## src/rtl/alias_pkg.sv

```systemverilog
package alias_pkg;
  // Bytes covered by a size code.
  function automatic int size_bytes(input logic [2:0] code);
    return 1 << code;
  endfunction

  // Signed offset ranges: store [so, so+ss), load [lo, lo+ls).
  function automatic logic ofs_overlap(input int so, input int ss,
                                       input int lo, input int ls);
    if (so < lo) return (so + ss) > lo;
    else         return (lo + ls) > so;
  endfunction
endpackage

```

## src/rtl/alias_slot.sv

```systemverilog
module alias_slot
  import alias_pkg::*;
#(
  parameter int OFS_W = 16
) (
  input  logic             rec_vld,
  input  logic [OFS_W:0]   rec_a,
  input  logic [OFS_W:0]   rec_b,
  input  logic [2:0]       rec_sz,
  input  logic [OFS_W:0]   ld_a,
  input  logic [OFS_W:0]   ld_b,
  input  logic [2:0]       ld_sz,
  output logic             hit
);
  localparam int TAG = OFS_W;

  logic same_order, swapped, both_const, range_hit;
  int   s_off, l_off;

  always_comb begin
    same_order = (ld_a == rec_a) && (ld_b == rec_b);
    swapped    = (ld_a == rec_b) && (ld_b == rec_a);
    both_const = rec_a[TAG] && ld_a[TAG] && (ld_b == rec_b);
    s_off      = int'($signed(rec_a[OFS_W-1:0]));
    l_off      = int'($signed(ld_a[OFS_W-1:0]));
    range_hit  = both_const &&
                 ofs_overlap(s_off, size_bytes(rec_sz), l_off, size_bytes(ld_sz));
    hit        = rec_vld && (same_order || swapped || range_hit);
  end
endmodule

```

## src/rtl/store_book.sv

```systemverilog
module store_book #(
  parameter int OFS_W = 16,
  parameter int DEPTH = 4,
  localparam int CW   = $clog2(DEPTH + 1),
  localparam int IW   = (DEPTH > 1) ? $clog2(DEPTH) : 1
) (
  input  logic           clk,
  input  logic           rst_n,
  input  logic           grp_end,
  input  logic           push,
  input  logic [OFS_W:0] st_a,
  input  logic [OFS_W:0] st_b,
  input  logic [2:0]     st_sz,
  output logic [OFS_W:0] rec_a  [DEPTH],
  output logic [OFS_W:0] rec_b  [DEPTH],
  output logic [2:0]     rec_sz [DEPTH],
  output logic [DEPTH-1:0] rec_vld,
  output logic [CW-1:0]  cnt,
  output logic           ovf
);
  logic          full;
  logic          do_append;
  logic          drop_evt;
  logic [IW-1:0] wr_idx;

  assign full      = (cnt == CW'(DEPTH));
  assign do_append = push && (grp_end || !full);
  assign drop_evt  = push && !grp_end && full;
  assign wr_idx    = grp_end ? '0 : cnt[IW-1:0];

  always_ff @(posedge clk) begin
    if (!rst_n) begin
      cnt <= '0;
      ovf <= 1'b0;
    end else if (grp_end) begin
      cnt <= push ? CW'(1) : '0;
      ovf <= 1'b0;
    end else if (push) begin
      if (full) ovf <= 1'b1;
      else      cnt <= cnt + CW'(1);
    end
  end

  always_ff @(posedge clk) begin
    if (do_append) begin
      rec_a[wr_idx]  <= st_a;
      rec_b[wr_idx]  <= st_b;
      rec_sz[wr_idx] <= st_sz;
    end
  end

  for (genvar i = 0; i < DEPTH; i++) begin : g_vld
    assign rec_vld[i] = (cnt > CW'(i));
  end

  p_cnt_bound_r2: assert property (@(posedge clk) disable iff (!rst_n)
    cnt <= CW'(DEPTH));
  p_cnt_step_r2: assert property (@(posedge clk) disable iff (!rst_n)
    push && !grp_end && !full |=> cnt == $past(cnt) + CW'(1));
  p_no_overflow_r3: assert property (@(posedge clk) disable iff (!rst_n)
    drop_evt |=> ovf && cnt == CW'(DEPTH));
  p_rec_hold_r3: assert property (@(posedge clk) disable iff (!rst_n)
    drop_evt |=> $stable(rec_a[0]) && $stable(rec_b[0]));
  p_clear_r9: assert property (@(posedge clk) disable iff (!rst_n)
    grp_end |=> !ovf && cnt == (($past(push)) ? CW'(1) : CW'(0)));
endmodule

```

## src/rtl/ldst_alias_det.sv

```systemverilog
module ldst_alias_det #(
  parameter int OFS_W = 16,
  parameter int DEPTH = 4,
  localparam int CW   = $clog2(DEPTH + 1)
) (
  input  logic           clk,
  input  logic           rst_n,
  input  logic           grp_end_i,
  input  logic           acc_valid_i,
  input  logic           acc_store_i,
  input  logic [OFS_W:0] acc_opa_i,
  input  logic [OFS_W:0] acc_opb_i,
  input  logic [2:0]     acc_size_i,
  output logic           hazard_o,
  output logic [CW-1:0]  store_cnt_o,
  output logic           overflow_o
);
  logic [OFS_W:0]   rec_a  [DEPTH];
  logic [OFS_W:0]   rec_b  [DEPTH];
  logic [2:0]       rec_sz [DEPTH];
  logic [DEPTH-1:0] rec_vld;
  logic [DEPTH-1:0] slot_hit;
  logic             st_push, ld_check;

  assign st_push  = acc_valid_i && acc_store_i;
  assign ld_check = acc_valid_i && !acc_store_i && (store_cnt_o != '0);

  store_book #(.OFS_W(OFS_W), .DEPTH(DEPTH)) u_book (
    .clk(clk), .rst_n(rst_n), .grp_end(grp_end_i), .push(st_push),
    .st_a(acc_opa_i), .st_b(acc_opb_i), .st_sz(acc_size_i),
    .rec_a(rec_a), .rec_b(rec_b), .rec_sz(rec_sz), .rec_vld(rec_vld),
    .cnt(store_cnt_o), .ovf(overflow_o)
  );

  for (genvar i = 0; i < DEPTH; i++) begin : g_slot
    alias_slot #(.OFS_W(OFS_W)) u_slot (
      .rec_vld(rec_vld[i]), .rec_a(rec_a[i]), .rec_b(rec_b[i]),
      .rec_sz(rec_sz[i]), .ld_a(acc_opa_i), .ld_b(acc_opb_i),
      .ld_sz(acc_size_i), .hit(slot_hit[i])
    );
  end

  assign hazard_o = ld_check && (|slot_hit);

  p_store_quiet_r8: assert property (@(posedge clk) disable iff (!rst_n)
    st_push |-> !hazard_o);
  p_empty_quiet_r8: assert property (@(posedge clk) disable iff (!rst_n)
    store_cnt_o == '0 |-> !hazard_o);
  p_exact_hit_r4: assert property (@(posedge clk) disable iff (!rst_n)
    acc_valid_i && !acc_store_i && rec_vld[0] &&
    acc_opa_i == rec_a[0] && acc_opb_i == rec_b[0] |-> hazard_o);
  p_swap_hit_r5: assert property (@(posedge clk) disable iff (!rst_n)
    acc_valid_i && !acc_store_i && rec_vld[0] &&
    acc_opa_i == rec_b[0] && acc_opb_i == rec_a[0] |-> hazard_o);
endmodule

```

## config.mk

```make
export PLATFORM = sky130hd
export DESIGN_NAME = ldst_alias_det
export DESIGN_NICKNAME = d
export VERILOG_FILES = /design/src/rtl/alias_pkg.sv /design/src/rtl/alias_slot.sv /design/src/rtl/store_book.sv /design/src/rtl/ldst_alias_det.sv
export SDC_FILE = /design/constraint.sdc
export NUM_CORES = 1
export LEC_CHECK = 0
export BUFFER_PORTS_ARGS = -buffer_cell sky130_fd_sc_hd__buf_2
export CORE_MARGIN = 4
export CORE_UTILIZATION = 40
export CTS_CLUSTER_SIZE = 20
export DETAILED_ROUTE_END_ITERATION = 10
export PLACE_DENSITY_LB_ADDON = 0.25
export SETUP_SLACK_MARGIN = 0.5
export SYNTH_ARGS = -nofsm -noshare
export SYNTH_HDL_FRONTEND = slang
export SYNTH_HIERARCHICAL = 1
export SYNTH_SLANG_ARGS = --single-unit
```

## constraint.sdc

```tcl
create_clock -name clk -period 10.2 [get_ports clk]
set_clock_uncertainty 0.05 [all_clocks]
set_input_delay 1.53 -clock clk [delete_from_list [all_inputs] [get_ports clk]]
set_output_delay 1.53 -clock clk [all_outputs]
set_load 0.03 [all_outputs]
```

Word level (Yosys, flattened, before mapping)
Cells that the tools add are included.
{"block": "word_totals", "reg_bits": 152, "input_bits": 42, "out_inout_bits": 5, "wordCells": 126}
{"block": "op_classes", "addsub": 6, "n_lt_le_gt_ge": 18, "eq_ne": 18, "shift": 5, "muxes": 16, "n_bitwise": 2, "reduce_logical": 47}
{"operator": "$eq A17 B17 Y1", "n": 16}
{"operator": "$gt A32 B16 Y1", "n": 8}
{"operator": "$add A16 B32 Y32", "n": 5}
{"operator": "$shl A1 B3 Y32 const A", "n": 5}
{"operator": "$bwmux W68", "n": 2}
{"operator": "$lt A16 B16 Y1", "n": 4}
{"operator": "$demux W17 S2", "n": 1}
{"operator": "$logic_and A1 B1 Y1", "n": 30}
{"operator": "$mux W17", "n": 1}
{"operator": "$bwmux W12", "n": 1}
{"operator": "$mux W3", "n": 4}
{"operator": "$logic_or A1 B1 Y1", "n": 9}
{"operator": "$demux W3 S2", "n": 1}
{"operator": "$gt A3 B1 Y1 const B", "n": 2}
{"operator": "$gt A3 B2 Y1 const B", "n": 2}
{"operator": "$mux W1", "n": 5}
{"operator": "$reduce_and A2 Y1", "n": 2}
{"operator": "$reduce_or A4 Y1", "n": 1}
{"operator": "$add A3 B1 Y3 const B", "n": 1}
{"operator": "$eq A3 B3 Y1 const B", "n": 1}
{"operator": "$ge A3 B3 Y1 const B", "n": 1}
{"operator": "$lt A3 B1 Y1 const B", "n": 1}
{"operator": "$not A2 Y3", "n": 1}
{"operator": "$reduce_bool A3 Y1", "n": 1}
{"operator": "6 further kinds", "n": 7}

Depth between registers and ports, before layout
Gate-level depths: netlist of the first run.
{"block": "logic_depth", "word_depth": 9, "ltp_mapped": 24, "mapped_depth_nobuf": 23}

Modules after synthesis
Netlist of the first run, hierarchy kept.
{"mod": "alias_slot (g_slot[0].u_slot ...)", "instances": 3, "cells_each": 494, "area_each_um2": 3707.3, "seq_area_each_um2": 0.0}
{"mod": "store_book", "instances": 1, "cells_each": 188, "area_each_um2": 4754.6, "seq_area_each_um2": 4524.3}
{"mod": "alias_slot (g_slot[1].u_slot)", "instances": 1, "cells_each": 492, "area_each_um2": 3614.7, "seq_area_each_um2": 0.0}
{"mod": "ldst_alias_det", "instances": 1, "cells_each": 4, "area_each_um2": 38.8, "seq_area_each_um2": 0.0}

Worst setup path after synthesis of the first run
OpenSTA, ideal clock, no wires.
{"block": "synth_timing", "path_type": "input-to-output", "start": "input port acc_size_i[1]", "end": "output port hazard_o", "arrival_ns": 6.008, "slack_ns": 2.612, "stages": 21, "path_buffers": 1, "cell_sequence": "or3b_2 -> inv_1 -> ha_1 -> a21o_1 -> a21o_1 -> a21oi_1 -> o21ai_0 -> a41oi_1 -> or2_2 -> buf_2 -> and2_1 -> ha_1 -> a21oi_1 -> o21ai_0 -> a221oi_1 -> o21ai_0 -> nor2b_1 -> or4b_1 -> o221ai_1 -> nor4_2 -> nor4b_2"}
{"block": "synth_between", "elab_chain_cells": 9, "word_cells_on_any_way": 24, "cone_classes": "add/sub (1); order compare (4); shift (1); mux (4); reduce/logical (14)"}
{"element": "from (decl)", "line_no": "ldst_alias_det.sv:13", "source": "input logic [2:0] acc_size_i,"}
{"element": "$shl A1 B3 Y32", "line_no": "alias_pkg.sv:4", "source": "return 1 << code;"}
{"element": "$add A16 B32 Y32", "line_no": "alias_pkg.sv:11", "source": "else return (lo + ls) > so;"}
{"element": "$gt A32 B16 Y1", "line_no": "alias_pkg.sv:11"}
{"element": "$mux W1", "line_no": "alias_pkg.sv:10", "source": "if (so < lo) return (so + ss) > lo;"}
{"element": "$logic_and A1 B1 Y1", "line_no": "alias_slot.sv:26", "source": "range_hit = both_const &&"}
{"element": "$logic_or A1 B1 Y1", "line_no": "alias_slot.sv:28", "source": "hit = rec_vld && (same_order || swapped || range_hit);"}
{"element": "$logic_and A1 B1 Y1", "line_no": "alias_slot.sv:28"}
{"element": "net slot_hit[0]", "line_no": "ldst_alias_det.sv:22", "source": "logic [DEPTH-1:0] slot_hit;"}
{"element": "$reduce_or A4 Y1", "line_no": "ldst_alias_det.sv:43", "source": "assign hazard_o = ld_check && (|slot_hit);"}
{"element": "$logic_and A1 B1 Y1", "line_no": "ldst_alias_det.sv:43"}
{"element": "to (decl)", "line_no": "ldst_alias_det.sv:14", "source": "output logic hazard_o,"}
The timed path passes the listed nets, and every way through them passes these cells.

Worst setup path in the final report of the first run
{"block": "layout_timing", "start": "input port acc_size_i[0]", "end": "output port hazard_o"}
The elaborated chain is that of the path after synthesis.

==> out/qor.yml, run 1 <==
status: "complete, no violations"
final_cells: 2851
synth_top_cells_by_area: "sky130_fd_sc_hd__ha_1 26%, sky130_fd_sc_hd__edfxtp_1 23%, sky130_fd_sc_hd__xnor2_1 7.7%, sky130_fd_sc_hd__xor2_1 5.8%, sky130_fd_sc_hd__a21oi_1 3.7%"
end_kind: "output pin"
placed_cells: 2817
grt.met1_usage_pct: 29.4
setup-violations-final: 0
viasPerCell: 5.86
avgSynthCellArea_um2: 9.02
ir_drop_uv: 91.5
timing.setup.critical_path_class: "input pin to output pin"
worstPathCellList: "buf_2, or3b_2, fa_1, nor2b_1, o21ai_0, a21boi_0, o21ai_0, a21oi_1, nand2_1, nor2_1, nor2_1, ha_1, nand4_1, nor4_1, a21oi_1, xnor2_1, o21ai_0, a22o_1, nor4_2, nor4b_2, buf_2"
maxCapViolCount: 0
critical_path.startpoint_type: "input pin"
post_syn_instances: 2166
worstPathMaxFanout: 36
layout_commonest_cell: "sky130_fd_sc_hd__ha_1"
grtUsageMet3_pct: 2.65
layout.cells.most_common_list: "401 x sky130_fd_sc_hd__ha_1, 190 x sky130_fd_sc_hd__inv_1, 172 x sky130_fd_sc_hd__xnor2_1"
achievable-frequency_ghz: 0.111
critical-path-top-delay-family: "simple AND/OR/NAND/NOR gates"
cpMaxStageDelayCell: "sky130_fd_sc_hd__or3b_2"
ys.warnings.count: 6
syn_to_final_growth_pct: 8.44
floorplan.initialDensity_pct: 40.6
synth_enable_flop_cells: 148
layout_min_cycle_time_ns: 8.97
avgRoutedWirePerCell_um: 20.2
groute.usage.overall_pct: 21.5
wire_length_of_the_first_global_routing_pass_um: 91000
route.detailed.drc: 0
dpl.hpwl_um: 42600
cts.htree.levels: 4
clock_sinks: 152
clock-root-buffer: "sky130_fd_sc_hd__clkbuf_16"
gp_routability_congestion: 0.890
arrival_ns: 7.39
post-synth-top-area-fraction_pct: 25.7
first_global_vias: 16800
num-fill-cells: 4590
synthesis.nets: 2617
postCtsSetupRepairBufs: 0
grt_most_used_layer: "met2"
final_net_count: 2672
core.rowCount: 80
post-route-period-util_pct: 87.9
ioPinCount: 47
tritoncts: "yes"
die_area_mm2: 0.0524
grt_max_degree: 53
clk_transition_reported_paths_ns: 0.06
critical-path-max-stage-delay_ns: 0.55
yosys.cell_types.count: 67
gr-total-overflow: 0
synth_area_leader_cell: "sky130_fd_sc_hd__ha_1"
die_w_um: 229
netlist_area_mm2: 0.0195
final_hold_violating_endpoints: 0
synth_seq_cells: 152
tightest_pin_transition_ns: 1.14
detailroute.via_count: 16700
deepest_clock_path_buffer_count: 2
fp.coreArea_mm2: 0.0480
synth.yosys.seq_area_share_pct: 23.2
slew_violations: 0
slew_headroom_pct: 23.8
rsz0062_at_grt: "no"
synth_async_sr_flop_share_pct: 0
leakage_dissipation_nw: 9.08
drtAntennaViolNets: 0
synth_top_flop_cell: "sky130_fd_sc_hd__edfxtp_1"
initialDrtViolationCount: 1291
tritoncts.num_buffers: 17
power_density_mw_per_mm2: 85.6
worstPathRequired_ns: 8.62
antenna_found_initial: 1
grtUsageMet2_pct: 35.8
clk_latency_ns: 0.43
worst_hold_path_type: "flip-flop to flip-flop"
numPortBuffers: 46
crit_top_cell: "sky130_fd_sc_hd__o21ai_0"
cts.repair.resized: 0
worst-path-buf-inv: 2
finalSetupTns_ns: 0
cts_hold_buffers: 0
layout_cells_sized_above_1_pct: 5.95
detail_route.first_pass.iterations: 10
finalWirelength_um: 57500
die_h_um: 229
[path summary, 6_finish.rpt]
path                         startpoint                   endpoint  slack, ns  cells after the start
max                       acc_size_i[0]                   hazard_o       1.23                     21
max reg2reg  u_book/cnt[0]$_SDFFE_PN0P_  u_book/rec_a[8]$_DFFE_PP_       7.43                      5
min             u_book/ovf$_SDFFE_PP0P_    u_book/ovf$_SDFFE_PP0P_       0.46                      2
min reg2reg     u_book/ovf$_SDFFE_PP0P_    u_book/ovf$_SDFFE_PP0P_       0.46                      2
[registers in the layout, indices dropped and copies added (netlist names)]
register,cells
u_book/cnt,3
u_book/ovf,1
u_book/rec_a,68
u_book/rec_b,68
u_book/rec_sz,12
[where the power goes]
part	switching [mW]	internal [mW]	total (mW)
clock	0.270	0.390	0.659
sequential	0.0133	0.695	0.708
combinational	0.272	0.173	0.445
[metrics by stage]
step	setup slack (ns)	util (%)	power [mW]	cell area, um2	hold slack, ns
3_3_place_gp	1.41	42.8	1.15	20600	0.419
5_1_grt	0.749	44.1	1.91	21200	0.485
4_1_cts	1.30	44.1	1.82	21200	0.461
6_report	1.23	44.1	1.81	21200	0.464
2_1_floorplan	2.61	-	1.01	19500	0.598
3_5_place_dp	1.32	42.8	1.16	20600	0.428
[synthesized netlist by cell type, drive strengths merged (9+ instances only)]
| cell | instances |
|---|---|
| and4 | 9 |
| a21o | 38 |
| clkbuf | 17 |
| nand2 | 140 |
| nor2 | 111 |
| o21ai | 80 |
| or3 | 11 |
| nor3 | 39 |
| and3 | 24 |
| edfxtp | 148 |
| and3b | 12 |
| inv | 193 |
| nor3b | 17 |
| a211oi | 18 |
| nor2b | 27 |
| ha | 401 |
| o21a | 9 |
| a221oi | 13 |
| and2 | 60 |
| nand3 | 38 |
| o211ai | 28 |
| nand4 | 85 |
| o21bai | 9 |
| xnor2 | 172 |
| xor2 | 129 |
| nor4 | 41 |
| a21oi | 145 |
| o31a | 48 |
[kinds of logic after synthesis]
family	after synthesis	synth area share [%]
buf+inv	223	4.37
flops	152	23.2
xor+xnor	301	13.5
fa+ha+maj	409	26.5
compound gates	431	14.4
simple gates	648	18.0
mux	2	0.109
[worst min-delay path: cells and delay by family, from the launching register on]
kind / cells / cell delay [ns]
AOI/OAI and AO/OA: 1 / 0.05
DFF: 1 / 0.34
and+or+nand+nor: 1 / 0.09
[layer usage]
layer / part of all wire (%) / routed length, um
met1: 46 / 26200
met2: 46 / 26200
met3: 6.3 / 3610
met4: 2.6 / 1490
met5: 0 / 0
[cell type report]
type / instances / area [um2] / share of cell area, %
Clock inverter: 15 / 189 / 0.892
Sequential cell: 152 / 4520 / 21.4
Clock buffer: 17 / 425 / 2.01
Timing Repair Buffer: 61 / 343 / 1.62
Inverter: 198 / 743 / 3.51
Multi-Input combinational cell: 1791 / 14200 / 67.0
Tap cell: 615 / 769 / 3.63
Antenna cell: 2 / 5.00 / 0.0236
Power figures use the tool's default switching activity.
==> inputs of run 2 (changes only) <==
Settings changed: CORE_UTILIZATION 40 to 55.
==> run 2 against run 1 <==
Effect of this change:
- count of clock-buffer cells in the layout rose by 1
- global-route usage rose by 6.1 points
- register-to-register slack improved by 0.03 ns
- sequential cell count did not move
- maximum frequency rose by 2.6%
- final cell count fell by 5.8%
- utilization rose by 16 points
- sequential share of layout area rose by 0.26 points
- setup slack improved by 0.23 ns
- die area fell by 26%
- clock power fell by 4.6%
- critical path type unchanged
- critical endpoint unchanged
- largest power group unchanged
==> out/qor.yml, run 2 (synthesis gave the netlist of run 1 again) <==
timing.setup.critical_path_class: "input pin to output pin"  # unchanged
clock-root-buffer: "sky130_fd_sc_hd__clkbuf_16"  # unchanged
clock_sinks: 152  # unchanged
die_area_mm2: 0.0386  # was 0.0524 mm2
slew_violations: 0  # unchanged
gr-total-overflow: 0  # unchanged
rsz0062_at_grt: "no"  # unchanged
worst-path-buf-inv: 3  # was 2
layout_cells_sized_above_1_pct: 5.70  # was 5.95%
cts.repair.resized: 0  # unchanged
worstPathCellList: "buf_2, or3b_2, inv_1, ha_1, a21o_1, a21o_1, a21oi_1, o21ai_0, a41oi_1, or2_2, ha_1, ha_1, nand4_1, nor4_1, a221oi_1, o21ai_0, or4b_2, a31oi_1, o221ai_1, nor4_2, nor4b_2, buf_2"  # was buf_2, or3b_2, fa_1, nor2b_1, o21ai_0, a21boi_0, o21ai_0, a21oi_1, nand2_1, nor2_1, nor2_1, ha_1, nand4_1, nor4_1, a21oi_1, xnor2_1, o21ai_0, a22o_1, nor4_2, nor4b_2, buf_2
numPortBuffers: 46  # unchanged
leakage_dissipation_nw: 9.06  # was 9.08 nW
tritoncts.num_buffers: 17  # unchanged
multiInputGateArea_mm2: 0.0142  # unchanged
clk_latency_ns: 0.42  # was 0.43 ns
deepest_clock_path_buffer_count: 2  # unchanged
grt.met1_usage_pct: 37.0  # was 29.4%
drtAntennaViolNets: 0  # unchanged
fp.coreArea_mm2: 0.0348  # was 0.0480 mm2
finalWirelength_um: 55300  # was 57,500 um
ir_drop_uv: 137  # was 91.5 uV
antenna_found_initial: 1  # unchanged
slew_headroom_pct: 27.4  # was 23.8%
die_w_um: 196  # was 229 um
gp_routability_congestion: 0.915  # was 0.890
power_density_mw_per_mm2: 85.2  # was 85.6 mW/mm2
status: "complete, no violations"  # unchanged
floorplan.initialDensity_pct: 56.1  # was 40.6%
viasPerCell: 6.28  # was 5.86
setup-violations-final: 0  # unchanged
dpl.hpwl_um: 39900  # was 42,600 um
worstPathRequired_ns: 8.62  # about the same
cts_hold_buffers: 0  # unchanged
end_kind: "output pin"  # unchanged
initialDrtViolationCount: 1726  # was 1,291
num-fill-cells: 2955  # was 4,590
grtUsageMet2_pct: 45.8  # was 35.8%
layout.cells.most_common_list: "401 x sky130_fd_sc_hd__ha_1, 190 x sky130_fd_sc_hd__inv_1, 172 x sky130_fd_sc_hd__xnor2_1"  # unchanged
finalSetupTns_ns: 0  # unchanged
critical_path.startpoint_type: "input pin"  # unchanged
achievable-frequency_ghz: 0.114  # was 0.111 GHz
sequential_cell_area_mm2: 0.00452  # unchanged
core.rowCount: 68  # was 80
clk_transition_reported_paths_ns: 0.06  # about the same
grtUsageMet3_pct: 4.56  # was 2.65%
final_hold_violating_endpoints: 0  # unchanged
post-route-period-util_pct: 85.7  # was 87.9%
tritoncts: "yes"  # unchanged
wire_length_of_the_first_global_routing_pass_um: 85600  # was 91,000 um
fraction_of_the_core_area_covered_by_cells_at_the_end_of_the_flow_pct: 60.1  # was 44.1%
final_net_count: 2669  # was 2,672
cpMaxStageDelayCell: "sky130_fd_sc_hd__or4b_2"  # was sky130_fd_sc_hd__or3b_2
worst_hold_path_type: "flip-flop to flip-flop"  # unchanged
layout_min_cycle_time_ns: 8.74  # was 8.97 ns
detailroute.via_count: 16900  # was 16.7k
groute.usage.overall_pct: 27.7  # was 21.5%
avgRoutedWirePerCell_um: 20.6  # was 20.2 um
first_global_vias: 16300  # was 16.8k
arrival_ns: 7.16  # was 7.39 ns
crit_top_cell: "sky130_fd_sc_hd__ha_1"  # was sky130_fd_sc_hd__o21ai_0
top_regs: "u_book/rec_a x68, u_book/rec_b x68, u_book/rec_sz x12"  # unchanged
critical-path-max-stage-delay_ns: 0.62  # was 0.55 ns
critical-path-top-delay-family: "simple AND/OR/NAND/NOR gates"  # unchanged
worstPathMaxFanout: 22  # was 36
detail_route.first_pass.iterations: 5  # was 10
cts.htree.levels: 4  # unchanged
fin_worst_hold_slack_ns: 0.556  # was 0.464 ns
route.detailed.drc: 0  # unchanged
grt_max_degree: 46  # was 53
ioPinCount: 47  # unchanged
grt_most_used_layer: "met2"  # unchanged
die_h_um: 196  # was 229 um
tightest_pin_transition_ns: 1.09  # was 1.14 ns
postCtsSetupRepairBufs: 0  # unchanged
layout_commonest_cell: "sky130_fd_sc_hd__ha_1"  # unchanged
maxCapViolCount: 0  # unchanged
syn_to_final_growth_pct: 7.12  # was 8.44%
[run 2: cell types whose count changed in the layout (fill, tap and decap cells not counted), moves of 2 or more]
cell	delta
sky130_fd_sc_hd__inv_8	-2
sky130_fd_sc_hd__inv_6	-2
sky130_fd_sc_hd__buf_4	-3
sky130_fd_sc_hd__clkinvlp_4	-3
sky130_fd_sc_hd__clkinv_2	+3
[run 2: worst paths after layout]
path | startpoint | end | slack, ns | cells past startpoint
setup / recovery | acc_size_i[0] | hazard_o | 1.46 | 22
hold / removal | u_book/ovf$_SDFFE_PP0P_ | u_book/ovf$_SDFFE_PP0P_ | 0.56 | 2
setup reg to reg | u_book/cnt[0]$_SDFFE_PN0P_ | u_book/rec_a[15]$_DFFE_PP_ | 7.46 | 5
hold reg to reg | u_book/ovf$_SDFFE_PP0P_ | u_book/ovf$_SDFFE_PP0P_ | 0.56 | 2
[run 2: power by group]
group	switching (mW)	internal [mW]	total [mW]	leakage (nW)
Sequential	0.0134	0.695	0.709	1.38
Clock	0.247	0.381	0.629	0.281
Combinational	0.272	0.172	0.444	7.40
[run 2: worst min-delay path: cells and delay by family, from the launching register on]
family           cells  cell delay [ns]
flip-flops           1             0.42
AND/OR/NAND/NOR      1             0.09
AO/OA/AOI/OAI        1             0.07
[run 2: metal layers]
layer | up-vias | wire length [um]
met5 | - | 0
met4 | 0 | 2060
met3 | 151 | 4780
met2 | 676 | 25000
met1 | 7972 | 23400
li1 | 8060 | -
[run 2: final cells by class]
type                       count  area share [%]
multi-input combinational   1791            67.8
sequential                   152            21.6
inverter                     198            3.55
tap                          455            2.72
clock buffer                  18            2.05
timing repair buffer          58            1.53
clock inverter                13           0.736
antenna                        1          0.0120
[run 2: stage by stage]
stage / power [mW] / instances / instance area [um2] / setup slack [ns]
6_report: 1.78 / 2686 / 20900 / 1.46
5_1_grt: 1.87 / 2686 / 20900 / 1.04
4_1_cts: 1.78 / 2685 / 20900 / 1.53
3_5_place_dp: 1.16 / 2654 / 20300 / 1.55
3_3_place_gp: 1.14 / 2654 / 20300 / 1.69
2_1_floorplan: 1.01 / 2166 / 19500 / 2.61
